==> config.mk <==
export PLATFORM = sky130hd
export DESIGN_NAME = subcpu_timer_irq
export DESIGN_NICKNAME = d
export VERILOG_FILES = /design/src/rtl/subtmr_pkg.sv /design/src/rtl/subtmr_prescale.sv /design/src/rtl/subtmr_interval.sv /design/src/rtl/subtmr_stopwatch.sv /design/src/rtl/subtmr_irq_ctrl.sv /design/src/rtl/subcpu_timer_irq.sv
export SDC_FILE = /design/constraint.sdc
export NUM_CORES = 1
export LEC_CHECK = 0
export BUFFER_PORTS_ARGS = -buffer_cell sky130_fd_sc_hd__buf_2
export CAP_MARGIN = 20
export CORE_ASPECT_RATIO = 1.25
export CORE_UTILIZATION = 61
export DETAILED_ROUTE_END_ITERATION = 8
export GPL_TIMING_DRIVEN = 0
export HOLD_SLACK_MARGIN = 0.03
export PLACE_DENSITY = 0.95
export SYNTH_ARGS = -nofsm -noshare
export SYNTH_HDL_FRONTEND = slang
export SYNTH_SLANG_ARGS = --single-unit
==> constraint.sdc <==
create_clock -name clk -period 4 [get_ports clk]
set_input_delay 0.8 -clock clk [delete_from_list [all_inputs] [get_ports clk]]
set_output_delay 0.8 -clock clk [all_outputs]
set_load 0.005 [all_outputs]
==> src/rtl/subtmr_pkg.sv <==
package subtmr_pkg;

  localparam int BUS_W     = 16;
  localparam int ADDR_W    = 3;
  localparam int NUM_LVL   = 6;
  localparam int LVL_W     = 3;
  localparam int LVL_TIMER = 3;
  localparam int LVL_CMD   = 4;
  localparam int CMD_BIT   = 2;
  localparam int MIRROR_BIT = 2;
  localparam int STATUS_BIT = 7;

  typedef enum logic [ADDR_W-1:0] {
    A_TIMER  = 3'd0,
    A_STOPW  = 3'd1,
    A_MASK   = 3'd2,
    A_CTRL   = 3'd3,
    A_STATUS = 3'd4
  } reg_addr_e;

  // Highest set index of the request vector, 0 when empty.
  function automatic logic [LVL_W-1:0] top_level(input logic [NUM_LVL:1] req);
    logic [LVL_W-1:0] lvl;
    lvl = '0;
    for (int i = 1; i <= NUM_LVL; i++) begin
      if (req[i]) lvl = LVL_W'(i);
    end
    return lvl;
  endfunction

endpackage

==> src/rtl/subtmr_prescale.sv <==
module subtmr_prescale #(
  parameter int DIV = 384
) (
  input  logic clk,
  input  logic rst_n,
  output logic tick
);
  localparam int CW = (DIV > 1) ? $clog2(DIV) : 1;
  localparam logic [CW-1:0] LAST = CW'(DIV - 1);

  logic [CW-1:0] cnt_q, cnt_d;

  always_comb begin
    tick  = (cnt_q == LAST);
    cnt_d = tick ? '0 : cnt_q + 1'b1;
  end

  always_ff @(posedge clk or negedge rst_n) begin
    if (!rst_n) cnt_q <= '0;
    else        cnt_q <= cnt_d;
  end

  AST_PRESCALE_RANGE: assert property (@(posedge clk) disable iff (!rst_n)
    cnt_q <= LAST);
  AST_PRESCALE_WRAP: assert property (@(posedge clk) disable iff (!rst_n)
    tick |=> (cnt_q == '0));

endmodule

==> src/rtl/subtmr_interval.sv <==
module subtmr_interval #(
  parameter int W = 8
) (
  input  logic         clk,
  input  logic         rst_n,
  input  logic         tick,
  input  logic         wr_en,
  input  logic [W-1:0] wr_val,
  output logic         expire,
  output logic [W-1:0] reload_q
);
  logic [W-1:0] reload_d;
  logic [W-1:0] cnt_q, cnt_d;

  always_comb begin
    reload_d = reload_q;
    cnt_d    = cnt_q;
    expire   = 1'b0;
    if (wr_en) begin
      reload_d = wr_val;
      cnt_d    = wr_val;
    end else if (tick && (cnt_q != '0)) begin
      if (cnt_q == W'(1)) begin
        expire = 1'b1;
        cnt_d  = reload_q;
      end else begin
        cnt_d  = cnt_q - 1'b1;
      end
    end
  end

  always_ff @(posedge clk or negedge rst_n) begin
    if (!rst_n) begin
      reload_q <= '0;
      cnt_q    <= '0;
    end else begin
      reload_q <= reload_d;
      cnt_q    <= cnt_d;
    end
  end

  AST_TMR_IDLE: assert property (@(posedge clk) disable iff (!rst_n)
    (reload_q == '0) |-> !expire);
  AST_TMR_RELOAD: assert property (@(posedge clk) disable iff (!rst_n)
    expire |=> (cnt_q == $past(reload_q)));

endmodule

==> src/rtl/subtmr_stopwatch.sv <==
module subtmr_stopwatch #(
  parameter int W = 12
) (
  input  logic         clk,
  input  logic         rst_n,
  input  logic         tick,
  input  logic         clr,
  output logic [W-1:0] count_q
);
  logic [W-1:0] count_d;

  always_comb begin
    if (clr)       count_d = '0;
    else if (tick) count_d = count_q + 1'b1;
    else           count_d = count_q;
  end

  always_ff @(posedge clk or negedge rst_n) begin
    if (!rst_n) count_q <= '0;
    else        count_q <= count_d;
  end

  AST_SW_CLEARED: assert property (@(posedge clk) disable iff (!rst_n)
    clr |=> (count_q == '0));
  AST_SW_STEP: assert property (@(posedge clk) disable iff (!rst_n)
    (!clr && tick) |=> (count_q == W'($past(count_q) + 1'b1)));

endmodule

==> src/rtl/subtmr_irq_ctrl.sv <==
module subtmr_irq_ctrl
  import subtmr_pkg::*;
(
  input  logic             clk,
  input  logic             rst_n,
  input  logic             mask_wr,
  input  logic             ctrl_wr,
  input  logic [7:0]       wdata,
  input  logic             timer_expire,
  input  logic             ack_valid,
  input  logic [LVL_W-1:0] ack_level,
  output logic [7:0]       mask_q,
  output logic             cmd_q,
  output logic [LVL_W-1:0] irq_level
);
  logic [7:0]       mask_d;
  logic             cmd_d;
  logic             cmd_rise;
  logic [NUM_LVL:1] pend_q, pend_d;
  logic [NUM_LVL:1] set_vec, clr_vec, req;

  always_comb begin
    mask_d   = mask_wr ? wdata : mask_q;
    cmd_d    = ctrl_wr ? wdata[CMD_BIT] : cmd_q;
    cmd_rise = ctrl_wr && wdata[CMD_BIT] && !cmd_q;

    set_vec            = '0;
    set_vec[LVL_TIMER] = timer_expire && mask_q[LVL_TIMER];
    set_vec[LVL_CMD]   = cmd_rise;

    clr_vec = '0;
    for (int i = 1; i <= NUM_LVL; i++) begin
      clr_vec[i] = ack_valid && (ack_level == LVL_W'(i));
    end

    pend_d    = (pend_q & ~clr_vec) | set_vec;
    req       = pend_q & mask_q[NUM_LVL:1];
    irq_level = top_level(req);
  end

  always_ff @(posedge clk or negedge rst_n) begin
    if (!rst_n) begin
      mask_q <= '0;
      cmd_q  <= 1'b0;
      pend_q <= '0;
    end else begin
      mask_q <= mask_d;
      cmd_q  <= cmd_d;
      pend_q <= pend_d;
    end
  end

  AST_T3_GATED: assert property (@(posedge clk) disable iff (!rst_n)
    $rose(pend_q[LVL_TIMER]) |-> $past(mask_q[LVL_TIMER]));
  AST_CMD_EDGE: assert property (@(posedge clk) disable iff (!rst_n)
    $rose(pend_q[LVL_CMD]) |-> ($past(ctrl_wr) && !$past(cmd_q)));
  AST_ACK_CLEARS: assert property (@(posedge clk) disable iff (!rst_n)
    (ack_valid && (ack_level == LVL_W'(LVL_CMD)) && !cmd_rise) |=> !pend_q[LVL_CMD]);
  AST_LVL_IDLE: assert property (@(posedge clk) disable iff (!rst_n)
    ((pend_q & mask_q[NUM_LVL:1]) == '0) |-> (irq_level == '0));

endmodule

==> src/rtl/subcpu_timer_irq.sv <==
module subcpu_timer_irq
  import subtmr_pkg::*;
#(
  parameter int TICK_DIV = 384,
  parameter int TMR_W    = 8,
  parameter int SW_W     = 12
) (
  input  logic              clk,
  input  logic              rst_n,
  input  logic              bus_wr,
  input  logic [ADDR_W-1:0] bus_addr,
  input  logic [BUS_W-1:0]  bus_wdata,
  output logic [BUS_W-1:0]  bus_rdata,
  input  logic              ack_valid,
  input  logic [LVL_W-1:0]  ack_level,
  output logic [LVL_W-1:0]  irq_level
);
  logic [1:0]       rst_sync_q;
  logic             core_rst_n;
  logic             tick;
  logic             tmr_wr, sw_clr, mask_wr, ctrl_wr;
  logic             expire;
  logic [TMR_W-1:0] reload_q;
  logic [SW_W-1:0]  sw_count;
  logic [7:0]       mask_q;
  logic             cmd_q;

  always_ff @(posedge clk or negedge rst_n) begin
    if (!rst_n) rst_sync_q <= 2'b00;
    else        rst_sync_q <= {rst_sync_q[0], 1'b1};
  end
  assign core_rst_n = rst_sync_q[1];

  always_comb begin
    tmr_wr  = bus_wr && (bus_addr == A_TIMER);
    sw_clr  = bus_wr && (bus_addr == A_STOPW);
    mask_wr = bus_wr && (bus_addr == A_MASK);
    ctrl_wr = bus_wr && (bus_addr == A_CTRL);
  end

  subtmr_prescale #(.DIV(TICK_DIV)) u_pre (
    .clk(clk), .rst_n(core_rst_n), .tick(tick)
  );

  subtmr_interval #(.W(TMR_W)) u_tmr (
    .clk(clk), .rst_n(core_rst_n), .tick(tick),
    .wr_en(tmr_wr), .wr_val(bus_wdata[TMR_W-1:0]),
    .expire(expire), .reload_q(reload_q)
  );

  subtmr_stopwatch #(.W(SW_W)) u_sw (
    .clk(clk), .rst_n(core_rst_n), .tick(tick),
    .clr(sw_clr), .count_q(sw_count)
  );

  subtmr_irq_ctrl u_irq (
    .clk(clk), .rst_n(core_rst_n),
    .mask_wr(mask_wr), .ctrl_wr(ctrl_wr), .wdata(bus_wdata[7:0]),
    .timer_expire(expire), .ack_valid(ack_valid), .ack_level(ack_level),
    .mask_q(mask_q), .cmd_q(cmd_q), .irq_level(irq_level)
  );

  always_comb begin
    bus_rdata = '0;
    case (bus_addr)
      A_TIMER:  bus_rdata = BUS_W'(reload_q);
      A_STOPW:  bus_rdata = BUS_W'(sw_count);
      A_MASK:   bus_rdata = BUS_W'(mask_q);
      A_CTRL:   bus_rdata[CMD_BIT] = cmd_q;
      A_STATUS: bus_rdata[STATUS_BIT] = mask_q[MIRROR_BIT];
      default:  bus_rdata = '0;
    endcase
  end

  AST_RD_UPPER_ZERO: assert property (@(posedge clk) disable iff (!core_rst_n)
    (bus_addr == A_STOPW) |-> (bus_rdata[BUS_W-1:SW_W] == '0));
  AST_STATUS_MIRROR: assert property (@(posedge clk) disable iff (!core_rst_n)
    (bus_addr == A_STATUS) |-> (bus_rdata[STATUS_BIT] == mask_q[MIRROR_BIT]));

endmodule

==> results.tsv <==
stage	metric	value	unit
sta	final_max_slew_viol_count	0	
floorplan	start_util	63.5	%
floorplan	placement_rows	28	
setup_path	startpoint	bus_addr[1]	
routing	vias	2617	
setup_path	crit_path_end_kind	output port	
synthesis	synthTopCellsByArea	dfrtp_1 (45%), nand2_1 (4.7%), a21oi_1 (3.3%)	
floorplan	die_x	64.8	µm
clock_network	htree_num_levels	2	
setup_path	rr_endpoint	u_tmr.cnt_q[7]	
synthesis	synth_top_area_cell	dfrtp_1	
setup_path	start_kind	primary input	
setup_path	path_buf_inv	3	
floorplan	ios	45	
sta	worst_pin_slew	1060	ps
synthesis	ys_ff_latch	54	
setup_path	r2r_cells	6	
synthesis	ys_seq_area_share	45.0	%
sta	finalSetupTns	0	ps
synthesis	yosysWarnings	0	
clock_network	clockBufferDepth	2	
pwr	power.leakage	1.53	nW
synthesis	syn_inst	316	
final_layout	antenna_cells	0	
synthesis	netlist.area_leader.share	45.0	%
setup_path	reg2reg_from	u_tmr.cnt_q[0]	
setup_path	endpoint	bus_rdata[0]	
setup_path	slowest_delay	480	ps
sta	clock_skew	7.12	ps
synthesis	syn_area_per_cell	9.51	µm²
grt	antenna_found_initial	0	
setup_path	r2r_slack	1560	ps
outcome	status	completed	
floorplan	die_y	80.5	µm
sta	grt_setup_unrepaired	false	
clock_network	root_buffer	clkbuf_8	
final_layout	fill_cells	352	
pwr	power.density	402	nW/µm²
grt	grt_pass1_vias	2661	
clock_network	clk_pin_slew	90	ps
place	gp_congestion	0.891	
sta	setup_viol	0	
setup_path	path_depth	7	
setup_path	critPathArrivalTime	2190	ps
final_layout	drive_above_1_share	18.1	%
clock_network	hold_buffers	0	
sta	fin_crit_sh	74.7	%
final_layout	syn2layout_area_growth	13.7	%
routing	routed_wl	7.24	mm
clock_network	insertion_delay	310	ps
clock_network	cts_resized	0	
pwr	ir_drop	0.283	mV
setup_path	crit_family	buffers and inverters	
job	cap_violations	0	
final_layout	layout.nets	390	
synthesis	synth_cell_types	61	
floorplan	core	4730	µm²
sta	timing.fmax	335	MHz
clock_network	cts_setup_buffers	0	
sta	fin_crit	2990	ps
sta	hold_violations	0	
routing	wire_per_inst	17.2	µm
routing	drc_errors	0	
worst_hold_path	hold_class	reg2async	
routing	firstDrtPassIters	5	
setup_path	required	3200	ps
routing	ant_nets	0	
floorplan	dieArea	5210	µm²
grt	grt_pass1_wl	12.1	mm
synthesis	async_flop_share	100	%
setup_path	crit_slowest_cell	buf_1	
pwr	power	1.37	mW
grt	grt.total_usage	30.9	%
clock_network	numCtsBuffers	5	
synthesis	synth_edf_count	0	
sta	relSlewSlack	29.0	%
setup_path	crit_fanout	10	
clock_network	cts_tree	built	
grt	grt_overflow_total	0	
synthesis	syn_area	3000	µm²
setup_path	crit_chain	buf_2 -> buf_1 -> mux2i_1 -> nor2_1 -> a21oi_1 -> nor2_1 -> buf_2	
setup_path	critPathKind	in2out	
grt	grt_max_degree	42	
clock_network	clock-sinks	54	
synthesis	ys.flop_type	dfrtp_1	
place	hpwlAfterDp	5.31	mm
place	io_buffers	32	
routing	via_per_inst	6.23	
routing	drt-initial-drc-count	220	
-- cell usage in the layout, fill, tap and decap left out, types with 6 or more instances in the layout --
cell type  instances
a21oi_1           20
nand3_1           15
inv_1              8
dfrtp_1           53
mux2_2             8
clkbuf_8           6
buf_2             33
mux2i_1            8
nand2_1           38
or4_1              6
nor3_1             6
clkbuf_1           9
xnor2_1            7
o21ai_0           14
and2_1             7
nor2_1            25
-- kinds of logic after synthesis --
logic type      synth area share, %
simple gates                   24.7
xor+xnor                       3.21
fa+ha+maj                      2.08
compound gates                 14.6
buf+inv                        3.79
mux                            6.41
flops                          45.0
other cells                   0.250
-- routing by layer --
| metal | up-vias | track usage [%] | part of all wire (%) |
|---|---|---|---|
| li1 | 1220 | - | - |
| met1 | 1282 | 34.9 | 40 |
| met2 | 94 | 54.2 | 53 |
| met3 | 21 | 6.96 | 4.6 |
| met4 | 0 | 15.1 | 2.8 |
| met5 | - | 0 | 0 |
-- per-stage QoR --
step	hold slack [ps]	utilization (%)	instance area (µm²)	worst slack (ps)	std cells
after floorplan	331	-	3020	1600	319
after global placement	336	68.7	3250	1110	411
after detailed placement	152	69.2	3270	1080	412
after CTS	162	72.2	3410	1070	420
after global routing	175	72.2	3410	946	420
final	155	72.2	3410	1010	420
-- worst min-delay path by stage --
stage	start	endpoint	slack, ps
after floorplan	rst_sync_q[0]	rst_sync_q[1]	330
after global placement	rst_sync_q[0]	rst_sync_q[1]	340
after detailed placement	rst_sync_q[1]	u_tmr.cnt_q[7]	150
after CTS	rst_sync_q[1]	u_tmr.cnt_q[7]	160
after global routing	rst_sync_q[1]	u_tmr.cnt_q[7]	180
final	rst_sync_q[1]	u_pre.cnt_q[2]	160
-- power by group --
group,internal [mW],leakage (nW),switching (mW)
logic,0.114,0.765,0.140
registers,0.603,0.697,0.0636
clock network,0.267,0.0714,0.184
-- final cells by class --
type	instances	area, µm²	share of cell area [%]
Timing Repair Buffer	33	180	5.28
Buffer	16	83.8	2.46
Clock buffer	6	82.6	2.42
Multi-Input combinational cell	241	1550	45.4
Clock inverter	2	60.1	1.76
Sequential cell	54	1350	39.6
Inverter	8	30.0	0.879
Tap cell	60	75.1	2.20
-- cells in the mapped netlist, drive strengths merged (5+ instances only) --
| cell | instances |
|---|---|
| o21a | 5 |
| or3 | 6 |
| and2 | 7 |
| nor3 | 7 |
| mux2i | 8 |
| clkbuf | 9 |
| o31ai | 5 |
| nor2 | 25 |
| dfrtp | 54 |
| mux2 | 8 |
| o21ai | 14 |
| buf | 7 |
| inv | 8 |
| nand3 | 15 |
| ha | 5 |
| a21oi | 20 |
| xnor2 | 7 |
| nand2 | 38 |
| or4 | 6 |
-- state kept, by name (all words and copies together), names as in the netlist --
name,cells
rst_sync_q,2
u_irq.cmd_q,1
u_irq.mask_q,8
u_irq.pend_q,6
u_pre.cnt_q,9
u_sw.count_q,12
u_tmr.cnt_q,8
u_tmr.reload_q,8
(Power assumes the default switching activity.)
